==> config.mk <==
export PLATFORM = sky130hd
export DESIGN_NAME = pci_own_ctl
export DESIGN_NICKNAME = d
export VERILOG_FILES = /design/src/rtl/pci_own_pkg.sv /design/src/rtl/lat_timer.sv /design/src/rtl/req_gen.sv /design/src/rtl/own_fsm.sv /design/src/rtl/pci_own_ctl.sv
export SDC_FILE = /design/constraint.sdc
export NUM_CORES = 1
export LEC_CHECK = 0
export ABC_CLOCK_PERIOD_IN_PS = 4800
export BUFFER_PORTS_ARGS = -buffer_cell sky130_fd_sc_hd__buf_2
export CAP_MARGIN = 20
export CORE_MARGIN = 8
export CORE_UTILIZATION = 54
export DETAILED_ROUTE_END_ITERATION = 10
export PLACE_DENSITY = 0.83
export SLEW_MARGIN = 20
export SYNTH_ARGS = -nofsm -noshare
export SYNTH_HDL_FRONTEND = slang
export SYNTH_SLANG_ARGS = --single-unit
==> constraint.sdc <==
create_clock -name clk -period 4.8 [get_ports clk]
set_input_delay 0.96 -clock clk [delete_from_list [all_inputs] [get_ports clk]]
set_output_delay 0.96 -clock clk [all_outputs]
set_load 0.01 [all_outputs]
==> src/rtl/pci_own_pkg.sv <==
package pci_own_pkg;

    localparam int LAT_W = 8;

    typedef enum logic [2:0] {
        ST_IDLE = 3'd0,
        ST_ADDR = 3'd1,
        ST_DATA = 3'd2,
        ST_LAST = 3'd3,
        ST_TURN = 3'd4
    } own_st_e;

    typedef struct packed {
        logic frame_n;
        logic irdy_n;
        logic oe;
    } bus_drv_t;

    // Output drive pattern that belongs to each tenure state
    function automatic bus_drv_t drv_for(own_st_e s);
        bus_drv_t d;
        d.frame_n = !(s == ST_ADDR || s == ST_DATA);
        d.irdy_n  = !(s == ST_DATA || s == ST_LAST);
        d.oe      = (s != ST_IDLE);
        return d;
    endfunction

    function automatic logic may_request(own_st_e s);
        return (s == ST_IDLE || s == ST_ADDR || s == ST_DATA);
    endfunction

endpackage

==> src/rtl/lat_timer.sv <==
module lat_timer #(
    parameter int W = 8
) (
    input  logic         clk,
    input  logic         rst,
    input  logic         load,
    input  logic [W-1:0] val,
    output logic         expired
);
    logic [W-1:0] cnt;

    always_ff @(posedge clk) begin
        if (rst)
            cnt <= '0;
        else if (load)
            cnt <= val;
        else if (cnt != '0)
            cnt <= cnt - 1'b1;
    end

    assign expired = (cnt == '0);

    p_load_r5: assert property (@(posedge clk) disable iff (rst)
        load |=> (cnt == $past(val)));

    p_dec_r5: assert property (@(posedge clk) disable iff (rst)
        (!load && cnt != '0) |=> (cnt == W'($past(cnt) - 1'b1)));

endmodule

==> src/rtl/req_gen.sv <==
module req_gen
    import pci_own_pkg::*;
(
    input  logic    clk,
    input  logic    rst,
    input  logic    xfer_req,
    input  own_st_e st,
    input  own_st_e nxt,
    input  logic    owner,
    output logic    req_n
);
    logic want;

    // No request in the turnaround clock nor in the clock that follows it
    assign want = xfer_req && may_request(nxt) && (st != ST_TURN);

    always_ff @(posedge clk) begin
        if (rst) req_n <= 1'b1;
        else     req_n <= !want;
    end

    p_req_gap_r9: assert property (@(posedge clk) disable iff (rst)
        $fell(owner) |-> req_n);

endmodule

==> src/rtl/own_fsm.sv <==
module own_fsm
    import pci_own_pkg::*;
(
    input  logic     clk,
    input  logic     rst,
    input  logic     req_n,
    input  logic     gnt_n,
    input  logic     frame_in_n,
    input  logic     irdy_in_n,
    input  logic     trdy_n,
    input  logic     stop_n,
    input  logic     xfer_req,
    input  logic     expired,
    output own_st_e  st,
    output own_st_e  nxt,
    output logic     take,
    output bus_drv_t drv
);
    logic bus_idle;
    logic finish;
    logic phase_end;

    assign bus_idle  = frame_in_n && irdy_in_n;
    assign take      = (st == ST_IDLE) && !req_n && !gnt_n && bus_idle;
    assign finish    = !xfer_req || !stop_n || (gnt_n && expired);
    assign phase_end = !trdy_n || !stop_n;

    always_comb begin
        nxt = st;
        unique case (st)
            ST_IDLE: if (take)      nxt = ST_ADDR;
            ST_ADDR:                nxt = ST_DATA;
            ST_DATA: if (finish)    nxt = ST_LAST;
            ST_LAST: if (phase_end) nxt = ST_TURN;
            ST_TURN:                nxt = ST_IDLE;
            default:                nxt = ST_IDLE;
        endcase
    end

    always_ff @(posedge clk) begin
        if (rst) begin
            st  <= ST_IDLE;
            drv <= drv_for(ST_IDLE);
        end else begin
            st  <= nxt;
            drv <= drv_for(nxt);
        end
    end

    p_take_idle_r3: assert property (@(posedge clk) disable iff (rst)
        $rose(drv.oe) |-> $past(!gnt_n && frame_in_n && irdy_in_n && !req_n));

    p_addr_then_irdy_r4: assert property (@(posedge clk) disable iff (rst)
        $fell(drv.frame_n) |=> (!drv.irdy_n && !drv.frame_n));

    p_timer_gate_r5: assert property (@(posedge clk) disable iff (rst)
        (st == ST_DATA && !expired && xfer_req && stop_n) |=> !drv.frame_n);

    p_irdy_hold_r7: assert property (@(posedge clk) disable iff (rst)
        (st == ST_LAST && trdy_n && stop_n) |=> !drv.irdy_n);

    p_turn_r8: assert property (@(posedge clk) disable iff (rst)
        (drv.oe && drv.frame_n && drv.irdy_n) |=> !drv.oe);

endmodule

==> src/rtl/pci_own_ctl.sv <==
module pci_own_ctl
    import pci_own_pkg::*;
#(
    parameter int TW = LAT_W
) (
    input  logic          clk,
    input  logic          rst,
    input  logic          xfer_req,
    input  logic          gnt_n,
    input  logic          frame_in_n,
    input  logic          irdy_in_n,
    input  logic          trdy_n,
    input  logic          stop_n,
    input  logic [TW-1:0] lat_val,
    output logic          req_n,
    output logic          frame_out_n,
    output logic          frame_oe,
    output logic          irdy_out_n,
    output logic          irdy_oe,
    output logic          owner
);
    own_st_e  st, nxt;
    logic     take;
    logic     expired;
    bus_drv_t drv;

    own_fsm u_fsm (
        .clk        (clk),
        .rst        (rst),
        .req_n      (req_n),
        .gnt_n      (gnt_n),
        .frame_in_n (frame_in_n),
        .irdy_in_n  (irdy_in_n),
        .trdy_n     (trdy_n),
        .stop_n     (stop_n),
        .xfer_req   (xfer_req),
        .expired    (expired),
        .st         (st),
        .nxt        (nxt),
        .take       (take),
        .drv        (drv)
    );

    lat_timer #(.W(TW)) u_tmr (
        .clk     (clk),
        .rst     (rst),
        .load    (take),
        .val     (lat_val),
        .expired (expired)
    );

    req_gen u_req (
        .clk      (clk),
        .rst      (rst),
        .xfer_req (xfer_req),
        .st       (st),
        .nxt      (nxt),
        .owner    (drv.oe),
        .req_n    (req_n)
    );

    assign frame_out_n = drv.frame_n;
    assign irdy_out_n  = drv.irdy_n;
    assign frame_oe    = drv.oe;
    assign irdy_oe     = drv.oe;
    assign owner       = drv.oe;

    p_reset_r1: assert property (@(posedge clk)
        rst |=> (req_n && frame_out_n && irdy_out_n && !owner));

    p_frame_only_when_owner_r3: assert property (@(posedge clk) disable iff (rst)
        !frame_out_n |-> frame_oe);

endmodule

Word level (Yosys, flattened, before mapping)
Cells that the tools add are included.

Bitwise operators: 0. Shift-type cells: 0. Reductions and logical operators: 28. Equality and inequality tests: 7. Div/mod/pow operators: 0. $mul: 0. Add/subtract/negate cells: 1. $lt $le $gt $ge: 0. Mux-type cells: 6.

Operators by type and width (number): 2-to-1 mux 8 bit (2); == test 3 x 2 -> 1 bit, second input constant (4); one-hot mux 3 bit (4 select lines) (1); 2-to-1 mux 3 bit (3); zero test 1 bit (8); zero test 8 bit (1); nonzero test 8 bit (1); subtractor 8 x 1 -> 8 bit, second input constant (1); logical AND 1 bit (7); logical OR 1 bit (7); == test 3 x 1 -> 1 bit, second input constant (2); zero test 3 bit (2); inequality test 3 bit, second input constant (1); nonzero test 3 bit (1); nonzero test 2 bit (1).

ROM bits: 0. Flip-flop bits (word level): 15. Bits of input ports: 16. Bits in latches: 0. Logic and storage cells: 48. Bits in writable memories: 0. Memories kept: 0. Output and inout bits: 6.

Logic depth before layout (Yosys ltp)
Gate-level depths: netlist (run 1).

Word-level depth: 12. Mapped depth: 6.

By module
A second synthesis (run 1) with hierarchy kept.

Cells, all modules: 90. Area, all modules: 808.3 um^2.

Modules (own cells, without submodules): lat_timer (sequential area each 160.2 um^2, instances 1, area each 475.5 um^2, cells each 53); own_fsm (sequential area each 120.1 um^2, instances 1, area each 269.0 um^2, cells each 30); req_gen (sequential area each 20.0 um^2, instances 1, area each 48.8 um^2, cells each 5); pci_own_ctl (sequential area each 0.0 um^2, instances 1, area each 15.0 um^2, cells each 2).

Least setup slack after synthesis (run 1)
No wires, ideal clock.

Path type: input to register. From: in gnt_n. To: reg u_tmr.cnt[0]. Data required time: 4.669 ns. Path slack: 2.781 ns. Stages: 5. Arrival time: 1.889 ns. Setup time: 0.131 ns. Path through: nand4bb_4 or4_1 buf_2 o311ai_0 a21oi_1.

Cells in the longest elaborated chain, start to end: 4. Elaborated cells between the ends (all ways): 5. Those cells by class: mux: 1; reduce/logical: 4.

RTL lines: start: declaration (RTL line pci_own_ctl.sv:9) `input logic gnt_n,`; zero test 1 bit * (RTL line own_fsm.sv:24) `assign take = (st == ST_IDLE) && !req_n && !gnt_n && bus_idle;`; logical AND 1 bit * (2 in a row) (RTL line own_fsm.sv:24); 2-to-1 mux 8 bit / nonzero test 2 bit (equally long branches); end signal: assignment (RTL line lat_timer.sv:16) `cnt <= val;`; end signal: assignment (RTL line lat_timer.sv:18) `cnt <= cnt - 1'b1;`; end: declaration (RTL line lat_timer.sv:10) `logic [W-1:0] cnt;`.

Mark *: on every way between the ends. The rest lies on a longest branch, timed or not. A chain may end at the register's enable or synchronous reset.

Final worst setup path (run 1)
Same ends and word-level chain as after synthesis.

==> results.json, run 1 <==
{
  "syn-cell-area_um2": 822,
  "vias_per_cell": 5.96,
  "critPathCaptureType": "flip-flop",
  "internal_power_uw": 321,
  "place_inst": 128,
  "rsz0062_at_grt": "false",
  "synth_nets": 114,
  "grt_pass1_vias": 710,
  "tritoncts": "built",
  "die_h_um": 55.0,
  "ios": 22,
  "clkPwrFrac_pct": 14.2,
  "final_common_cell": "buf_2",
  "leakagePower_nw": 0.387,
  "cp_top_family": "simple AND/OR/NAND/NOR gates",
  "n_antenna_cell": 0,
  "die_x_um": 55.0,
  "max_freq_mhz": 495,
  "dr.first_iter.drc_count": 27,
  "place_congestion": 0.804,
  "vias": 787,
  "worst_pin_slew_ns": 0.692,
  "hp-class": "reg -> reg",
  "portBuffers": 21,
  "grt_antenna_before_repair": 0,
  "ys_seq_area_share_pct": 36.5,
  "status": "complete, no violations",
  "drive_gt1_share_pct": 28.4,
  "fin_nets": 135,
  "cp-start-kind": "primary input",
  "p_per_area_mw_per_mm2": 557,
  "fin_skew_ns": 0.0116,
  "synth_cell_types": 37,
  "core_region_area_mm2": 0.00147,
  "max_stage_delay_ns": 0.61,
  "yosysWarnings": 0,
  "finalCritPeriodShare_pct": 42.1,
  "path_buf_inv": 1,
  "cp_cell_sequence": "buf_2 -> nand4bb_4 -> or4_1 -> o311ai_0 -> a21oi_1",
  "seqCellArea_um2": 300,
  "track_usage_pct": 13.4,
  "seqPwrFrac_pct": 37.0,
  "path_clk_slew_ns": 0.09,
  "min_period_ns": 2.02,
  "slowest_stage": "or4_1",
  "grt_pass1_wl_um": 2940,
  "swShare_pct": 39.2,
  "cts_buffers": 3,
  "clkSinkCount": 15,
  "wl_um": 1840,
  "critPathRequiredTime_ns": 4.97,
  "synth_edf_count": 0,
  "drc": 0,
  "n_fill_cell": 125,
  "stdcell_count": 132,
  "clk_latency_ns": 0.29,
  "drv_cap": 0,
  "htree_num_levels": 1,
  "post_cts_buffers": 0,
  "setup_tns_ns": 0,
  "multi_input_area_um2": 475,
  "power_uw": 529,
  "critPathMaxFanout": 10,
  "slew_viol_final": 0,
  "grt_overflow": 0,
  "num_rows": 14,
  "hpwl_um": 1410,
  "syn2layout_area_growth_pct": 15.5,
  "setup_viol": 0,
  "cts-root-buf": "clkbuf_4",
  "route.antenna.remaining_nets": 0,
  "syn_inst": 96,
  "vdd_drop_max_mv": 0.248,
  "synth_ff_type": "dfxtp_1",
  "power_frac_comb_pct": 48.8,
  "p_sw_uw": 207,
  "clockBufferDepth": 2,
  "async_reset_ff_share_pct": 0,
  "die_area_mm2": 0.00303,
  "synth_seq_cells": 15,
  "grt_max_degree": 13,
  "hold_buffers": 0,
  "final_cell_mix": "buf_2, dfxtp_1, nor2_1",
  "worstPathArrival_ns": 2.19,
  "first_pass_iters": 4,
  "start_util_pct": 55.9,
  "hold_violations": 0,
  "cts_resized": 0,
  "crit_type": "in -> reg",
  "relSlewSlack_pct": 53.5,
  "avgSynthCellArea_um2": 8.56,
  "post_drt_wl_per_cell_um": 13.9
}
path summary, 6_finish.rpt:
check | from | endpoint | slack [ns] | cells past startpoint
max | gnt_n | u_tmr.cnt[0] | 2.78 | 5
min | u_tmr.cnt[7] | u_tmr.cnt[7] | 0.51 | 2
max reg2reg | u_tmr.cnt[0] | u_fsm.drv[2] | 3.07 | 6
min reg2reg | u_tmr.cnt[7] | u_tmr.cnt[7] | 0.51 | 2
metrics by stage:
stage               worst slack (ns)  instance area, um^2  hold slack, ns  utilization [%]
detailed placement              2.50                  920           0.492             62.5
CTS                             2.80                  950           0.517             64.5
global placement                2.55                  920           0.487             62.5
global route                    2.70                  950           0.541             64.5
floorplan                       2.78                  822           0.470                -
finish                          2.78                  950           0.508             64.5
layer usage:
layer	vias up	GRT usage [%]	wire, um
li1	397	-	-
met4	0	7.20	49
met3	6	5.61	103
met5	-	0	0
met2	30	20.9	916
met1	354	15.3	767
cells by family after synthesis:
group                      Yosys count  synth area share, %
adders and majority gates            2                 3.04
AOI/OAI and AO/OA                   24                 19.6
buffers and inverters               10                 5.63
DFF                                 15                 36.5
xor gates and xnor gates             3                 3.20
and+or+nand+nor                     42                 32.0
layout make-up:
class | instances | share of cell area (%)
multi-input cells | 71 | 50.1
clock buffers | 3 | 2.37
clock inverters | 1 | 0.791
flip-flops and latches | 15 | 31.6
well taps | 16 | 2.11
repair buffers | 21 | 11.1
inverters | 5 | 1.98
registers in the layout, indices dropped and copies added (netlist names):
name         count
u_fsm.st         3
u_tmr.cnt        8
u_fsm.drv        3
u_req.req_n      1
synth_stat cells (3+ instances only):
master / number / area share, %
nand2_1: 7 / 3.2
nor2_1: 10 / 4.6
nand3_1: 3 / 1.8
o21ai_0: 3 / 1.8
inv_1: 5 / 2.3
dfxtp_1: 15 / 37
xor2_1: 3 / 3.2
a21oi_1: 9 / 5.5
worst reg2reg max path: stages, from the launching register on:
cell and delay, ns:
dfxtp_1 0.34, inv_1 0.08, ha_1 0.16, or3b_2 0.50, nor2_1 0.25, a2111oi_0 0.14
o21ai_0 0.19
power by group through the flow:
stage / Combinational [mW] / Clock, mW / Sequential, mW
2_1_floorplan: 0.215 / 0 / 0.189
3_3_place_gp: 0.251 / 0 / 0.197
3_5_place_dp: 0.260 / 0 / 0.197
4_1_cts: 0.260 / 0.0787 / 0.195
5_1_grt: 0.288 / 0.0824 / 0.200
6_report: 0.258 / 0.0752 / 0.196
Note: power is estimated with default switching activity, not from simulation.
==> run 2, diff against run 1 <==
Settings changed: ABC_CLOCK_PERIOD_IN_PS 4800 to 1800, CORE_UTILIZATION 54 to 45, PLACE_DENSITY 0.83 to 0.74.
Clock period 4.8 ns to 1.8 ns, I/O delays scaled along.
==> run 2 against run 1 <==
Sequential power increased to 2.7 times the previous value. Die area increased by 14%. Count of clock-buffer cells in the layout unchanged. Highest routed layer unchanged. Setup slack worse by 2.6 ns. Critical endpoint is now u_tmr.cnt[5]. Hold slack got worse by 0.22 ns. Global-route usage fell by 0.78 points. Critical path depth rose by 1. Final cell count is 9.8% higher. Largest power group unchanged.
==> results.json, run 2 (synthesis results as in run 1) <==
{
  "clockBufferDepth": 2,
  "cts-root-buf": "clkbuf_4",
  "n_antenna_cell": 0,
  "leakagePower_nw": 0.409,
  "grt_pass1_wl_um": 3410,
  "clk_latency_ns": 0.29,
  "power_frac_comb_pct": 51.7,
  "p_per_area_mw_per_mm2": 1490,
  "grt_overflow": 0,
  "seqPwrFrac_pct": 34.9,
  "path_clk_slew_ns": 0.10,
  "stdcell_count": 145,
  "hold_ws_ns": 0.291,
  "core_region_area_mm2": 0.00173,
  "die_area_mm2": 0.00345,
  "n_fill_cell": 176,
  "dr.first_iter.drc_count": 28,
  "preCtsSetupSlack_ns": 0.0137,
  "cp_cell_sequence": "inv_1 -> ha_1 -> or3b_4 -> o211ai_1 -> xor2_1 -> a211oi_1",
  "min_period_ns": 1.66,
  "htree_num_levels": 1,
  "cts_buffers": 3,
  "portBuffers": 21,
  "grt_antenna_before_repair": 0,
  "rr_worst_depth": 6,
  "clkSinkCount": 15,
  "final_cell_mix": "buf_2, dfxtp_1, a21oi_1, nor2_1, nand2_1",
  "setup_viol": 0,
  "relSlewSlack_pct": 76.3,
  "drv_cap": 0,
  "p_sw_uw": 584,
  "reg2reg_slack_ns": 0.14,
  "start_util_pct": 47.6,
  "vias": 771,
  "power_mw": 1.50,
  "rsz0062_at_grt": "false",
  "timing.rr.start": "u_tmr.cnt[0]",
  "slowest_stage": "or3b_4",
  "fin_util_pct": 58.0,
  "hold_path_end": "u_req.req_n",
  "critPathMaxFanout": 5,
  "place_inst": 141,
  "max_stage_delay_ns": 0.41,
  "worst_hold_path.num_cells": 2,
  "fin_nets": 139,
  "stdcell_area_mm2": 0.00100,
  "place_congestion": 0.797,
  "grt_pass1_vias": 786,
  "final_common_cell": "buf_2",
  "worstPathArrival_ns": 1.87,
  "route.antenna.remaining_nets": 0,
  "first_pass_iters": 4,
  "fin_skew_ns": 0.0120,
  "cp-start-kind": "flip-flop",
  "hp-class": "in -> reg",
  "die_h_um": 58.7,
  "timing.rr.end": "u_tmr.cnt[5]",
  "grt_max_degree": 13,
  "clkPwrFrac_pct": 13.4,
  "max_flop_register": "u_tmr.cnt",
  "die_x_um": 58.7,
  "hold_violations": 0,
  "reg_top3": "u_tmr.cnt: 8 flops, u_fsm.drv: 3 flops, u_fsm.st: 3 flops",
  "vdd_drop_max_mv": 0.642,
  "drc": 0,
  "internal_power_uw": 914,
  "slew_viol_final": 0,
  "wl_um": 1940,
  "num_rows": 15,
  "placed_cell_area_um2": 961,
  "post_drt_wl_per_cell_um": 13.4,
  "largest_reg_flops": 8,
  "setup_tns_ns": 0,
  "hpwl_um": 1530,
  "vias_per_cell": 5.32,
  "critPathCaptureType": "flip-flop",
  "tritoncts": "built",
  "hold_buffers": 0,
  "critPathRequiredTime_ns": 2.00,
  "ios": 22,
  "swShare_pct": 39.0,
  "drive_gt1_share_pct": 32.5,
  "hp-start": "xfer_req",
  "worst_pin_slew_ns": 0.350,
  "crit_type": "reg -> reg",
  "status": "complete, no violations",
  "track_usage_pct": 12.6,
  "setup_ws_ns": 0.138,
  "finalCritPeriodShare_pct": 92.3,
  "post_cts_buffers": 0,
  "max_freq_mhz": 602,
  "syn2layout_area_growth_pct": 21.9
}
==> run 2: routing by layer <==
layer  routed length, um  global-route usage, %
met3                  90                   5.65
met4                  12                   3.07
met2                1000                   22.1
met5                   0                      0
met1                 838                   13.5
==> run 2: area by class of cell <==
| class | count | area [um^2] | share of cell area [%] |
|---|---|---|---|
| clock buffers | 3 | 22.5 | 2.25 |
| clock inverters | 1 | 7.51 | 0.749 |
| inverters | 5 | 18.8 | 1.87 |
| multi-input cells | 71 | 487 | 48.6 |
| flip-flops and latches | 15 | 300 | 30.0 |
| well taps | 25 | 31.3 | 3.12 |
| repair buffers | 25 | 135 | 13.5 |
==> run 2: how the worst max path moves through the flow <==
stage | slack, ns | to | cells past startpoint | startpoint
3_5_place_dp | 0.01 | u_fsm.drv[2] | 6 | u_tmr.cnt[0]
6_report | 0.14 | u_tmr.cnt[5] | 6 | u_tmr.cnt[0]
5_1_grt | 0.04 | u_fsm.drv[2] | 6 | u_tmr.cnt[0]
2_1_floorplan | 0.19 | u_tmr.cnt[2] | 6 | u_tmr.cnt[0]
4_1_cts | 0.04 | u_tmr.cnt[5] | 6 | u_tmr.cnt[0]
3_3_place_gp | 0.08 | u_tmr.cnt[0] | 5 | gnt_n
==> run 2: what timing repair did <==
| action | CTS | global route |
|---|---|---|
| pin swaps | 0 | 1 |
| resized for setup | 1 | 3 |
| setup endpoints to repair | 1 | 6 |
| hold endpoints to repair | 0 | 0 |
==> run 2: worst max-delay path, delay by kind of cell (launching register included) <==
| family | cells | cell delay [ns] |
|---|---|---|
| buffers and inverters | 1 | 0.10 |
| DFF | 1 | 0.34 |
| AOI/OAI and AO/OA | 2 | 0.46 |
| and+or+nand+nor | 1 | 0.41 |
| xor gates and xnor gates | 1 | 0.09 |
| adders and majority gates | 1 | 0.17 |
==> run 2: power by group through the flow <==
stage	clock network, mW	logic [mW]	registers [mW]
after global routing	0.227	0.879	0.537
after global placement	0	0.733	0.523
after CTS	0.205	0.754	0.518
final	0.201	0.775	0.522
after detailed placement	0	0.743	0.522
after floorplan	0	0.574	0.504
==> run 3, diff against run 2 <==
Settings changed: RECOVER_POWER set to 50.
==> run 3 against run 2 <==
Cell area is 0.75% lower. Hold slack about the same. Sequential share of layout area is 0.23 points higher. Clock skew is essentially flat. Power about the same. Critical endpoint unchanged. Sequential power is essentially flat. Combinational power about the same. Clock power hardly changed. Final cell count unchanged. Setup slack about the same.
==> results.json, run 3 (synthesis results as in run 1) <==
{
  "status": "complete, no violations",
  "tritoncts": "built",
  "wl_um": 1940,
  "grt_antenna_before_repair": 0,
  "core_region_area_mm2": 0.00173,
  "cts-root-buf": "clkbuf_4",
  "hold_buffers": 0,
  "critPathRequiredTime_ns": 2.00,
  "drive_gt1_share_pct": 27.5,
  "vias": 772,
  "num_rows": 15,
  "cp-start-kind": "flip-flop",
  "critPathCaptureType": "flip-flop",
  "worstPathArrival_ns": 1.87,
  "route.antenna.remaining_nets": 0,
  "p_per_area_mw_per_mm2": 1500,
  "max_stage_delay_ns": 0.41,
  "syn2layout_area_growth_pct": 21.0,
  "preCtsSetupSlack_ns": 0.0137,
  "rsz0062_at_grt": "false",
  "grt_pass1_wl_um": 3410,
  "largest_reg_flops": 8,
  "die_x_um": 58.7,
  "min_period_ns": 1.66,
  "leakagePower_nw": 0.392,
  "fin_skew_ns": 0.0118,
  "htree_num_levels": 1,
  "start_util_pct": 47.6,
  "grt_overflow": 0,
  "crit_type": "reg -> reg",
  "ios": 22,
  "max_freq_mhz": 602,
  "relSlewSlack_pct": 76.3,
  "grt_max_degree": 13,
  "die_h_um": 58.7,
  "place_congestion": 0.797,
  "grt_pass1_vias": 786,
  "critPathMaxFanout": 5,
  "hpwl_um": 1530,
  "finalCritPeriodShare_pct": 92.3,
  "drv_cap": 0,
  "slew_viol_final": 0,
  "post_drt_wl_per_cell_um": 13.4,
  "hp-start": "xfer_req",
  "fin_nets": 139,
  "setup_tns_ns": 0,
  "clkSinkCount": 15,
  "clk_latency_ns": 0.29,
  "crit_start": "u_tmr.cnt[0]",
  "path_clk_slew_ns": 0.10,
  "drc": 0,
  "n_antenna_cell": 0,
  "setup_ws_ns": 0.138,
  "vias_per_cell": 5.32,
  "hp-class": "in -> reg",
  "max_flop_register": "u_tmr.cnt",
  "die_area_mm2": 0.00345,
  "worst_pin_slew_ns": 0.351,
  "setup_viol": 0,
  "cp_cell_sequence": "inv_1 -> ha_1 -> or3b_4 -> o211ai_1 -> xor2_1 -> a211oi_1",
  "timing.rr.start": "u_tmr.cnt[0]",
  "clockBufferDepth": 2,
  "reg_top3": "u_tmr.cnt: 8 flops, u_fsm.drv: 3 flops, u_fsm.st: 3 flops",
  "slowest_stage": "or3b_4",
  "dr.first_iter.drc_count": 22,
  "vdd_drop_max_mv": 0.642,
  "final_cell_mix": "buf_2, dfxtp_1, a21oi_1, nor2_1, nand2_1",
  "hold_violations": 0,
  "n_fill_cell": 177,
  "cts_buffers": 3,
  "first_pass_iters": 4,
  "track_usage_pct": 12.6,
  "portBuffers": 21
}
==> run 3: changes by cell type in the layout (fill, tap and decap cells not counted), sizes merged <==
cell    before  now
buf         25   19
clkbuf       3    9
==> run 3: repair_timing <==
action                                  CTS  global route
setup buffers                             0             0
endpoints found under the hold margin     0             0
gates resized for setup                   1             3
endpoints found under the setup margin    1             6
pin swaps                                 0             1
==> run 3: critical path, delay by kind of cell, from the launching register on <==
family | cells | cell delay (ns)
AOI/OAI and AO/OA | 2 | 0.46
and+or+nand+nor | 1 | 0.41
DFF | 1 | 0.34
adders and majority gates | 1 | 0.17
buffers and inverters | 1 | 0.10
xor gates and xnor gates | 1 | 0.09
==> run 3: area by class of cell <==
cell class	instances	area (um^2)	area share, %
Sequential cell	15	300	30.2
Inverter	5	18.8	1.89
Clock buffer	3	22.5	2.26
Timing Repair Buffer	25	128	12.8
Multi-Input combinational cell	71	487	48.9
Tap cell	25	31.3	3.14
Clock inverter	1	7.51	0.755
==> run 3: per-stage QoR <==
stage | cells | power (mW) | hold slack (ns) | cell area, um^2 | util, %
after floorplan | 96 | 1.08 | 0.457 | 822 | -
after global placement | 141 | 1.26 | 0.493 | 961 | 55.7
after detailed placement | 141 | 1.27 | 0.505 | 961 | 55.7
after CTS | 145 | 1.48 | 0.288 | 992 | 57.5
after global routing | 145 | 1.64 | 0.289 | 995 | 57.6
final | 145 | 1.50 | 0.291 | 995 | 57.6
==> run 3: final timing paths <==
path                                endpoint  slack [ns]  depth (start not counted)
worst max-delay path            u_tmr.cnt[5]        0.14                          6
worst max register to register  u_tmr.cnt[5]        0.14                          6
worst min register to register  u_tmr.cnt[7]        0.52                          2
worst min-delay path             u_req.req_n        0.29                          2
==> run 3: routing by layer <==
layer | routed length [um] | global-route usage (%)
met4 | 12 | 3.07
met1 | 836 | 13.5
met2 | 1000 | 22.1
met3 | 90 | 5.65
met5 | 0 | 0
==> run 3: where the power goes <==
part           leakage, nW  switching [mW]  internal, mW
combinational        0.255           0.370         0.403
clock               0.0139           0.116        0.0846
sequential           0.123          0.0975         0.425
total                0.392           0.584         0.912
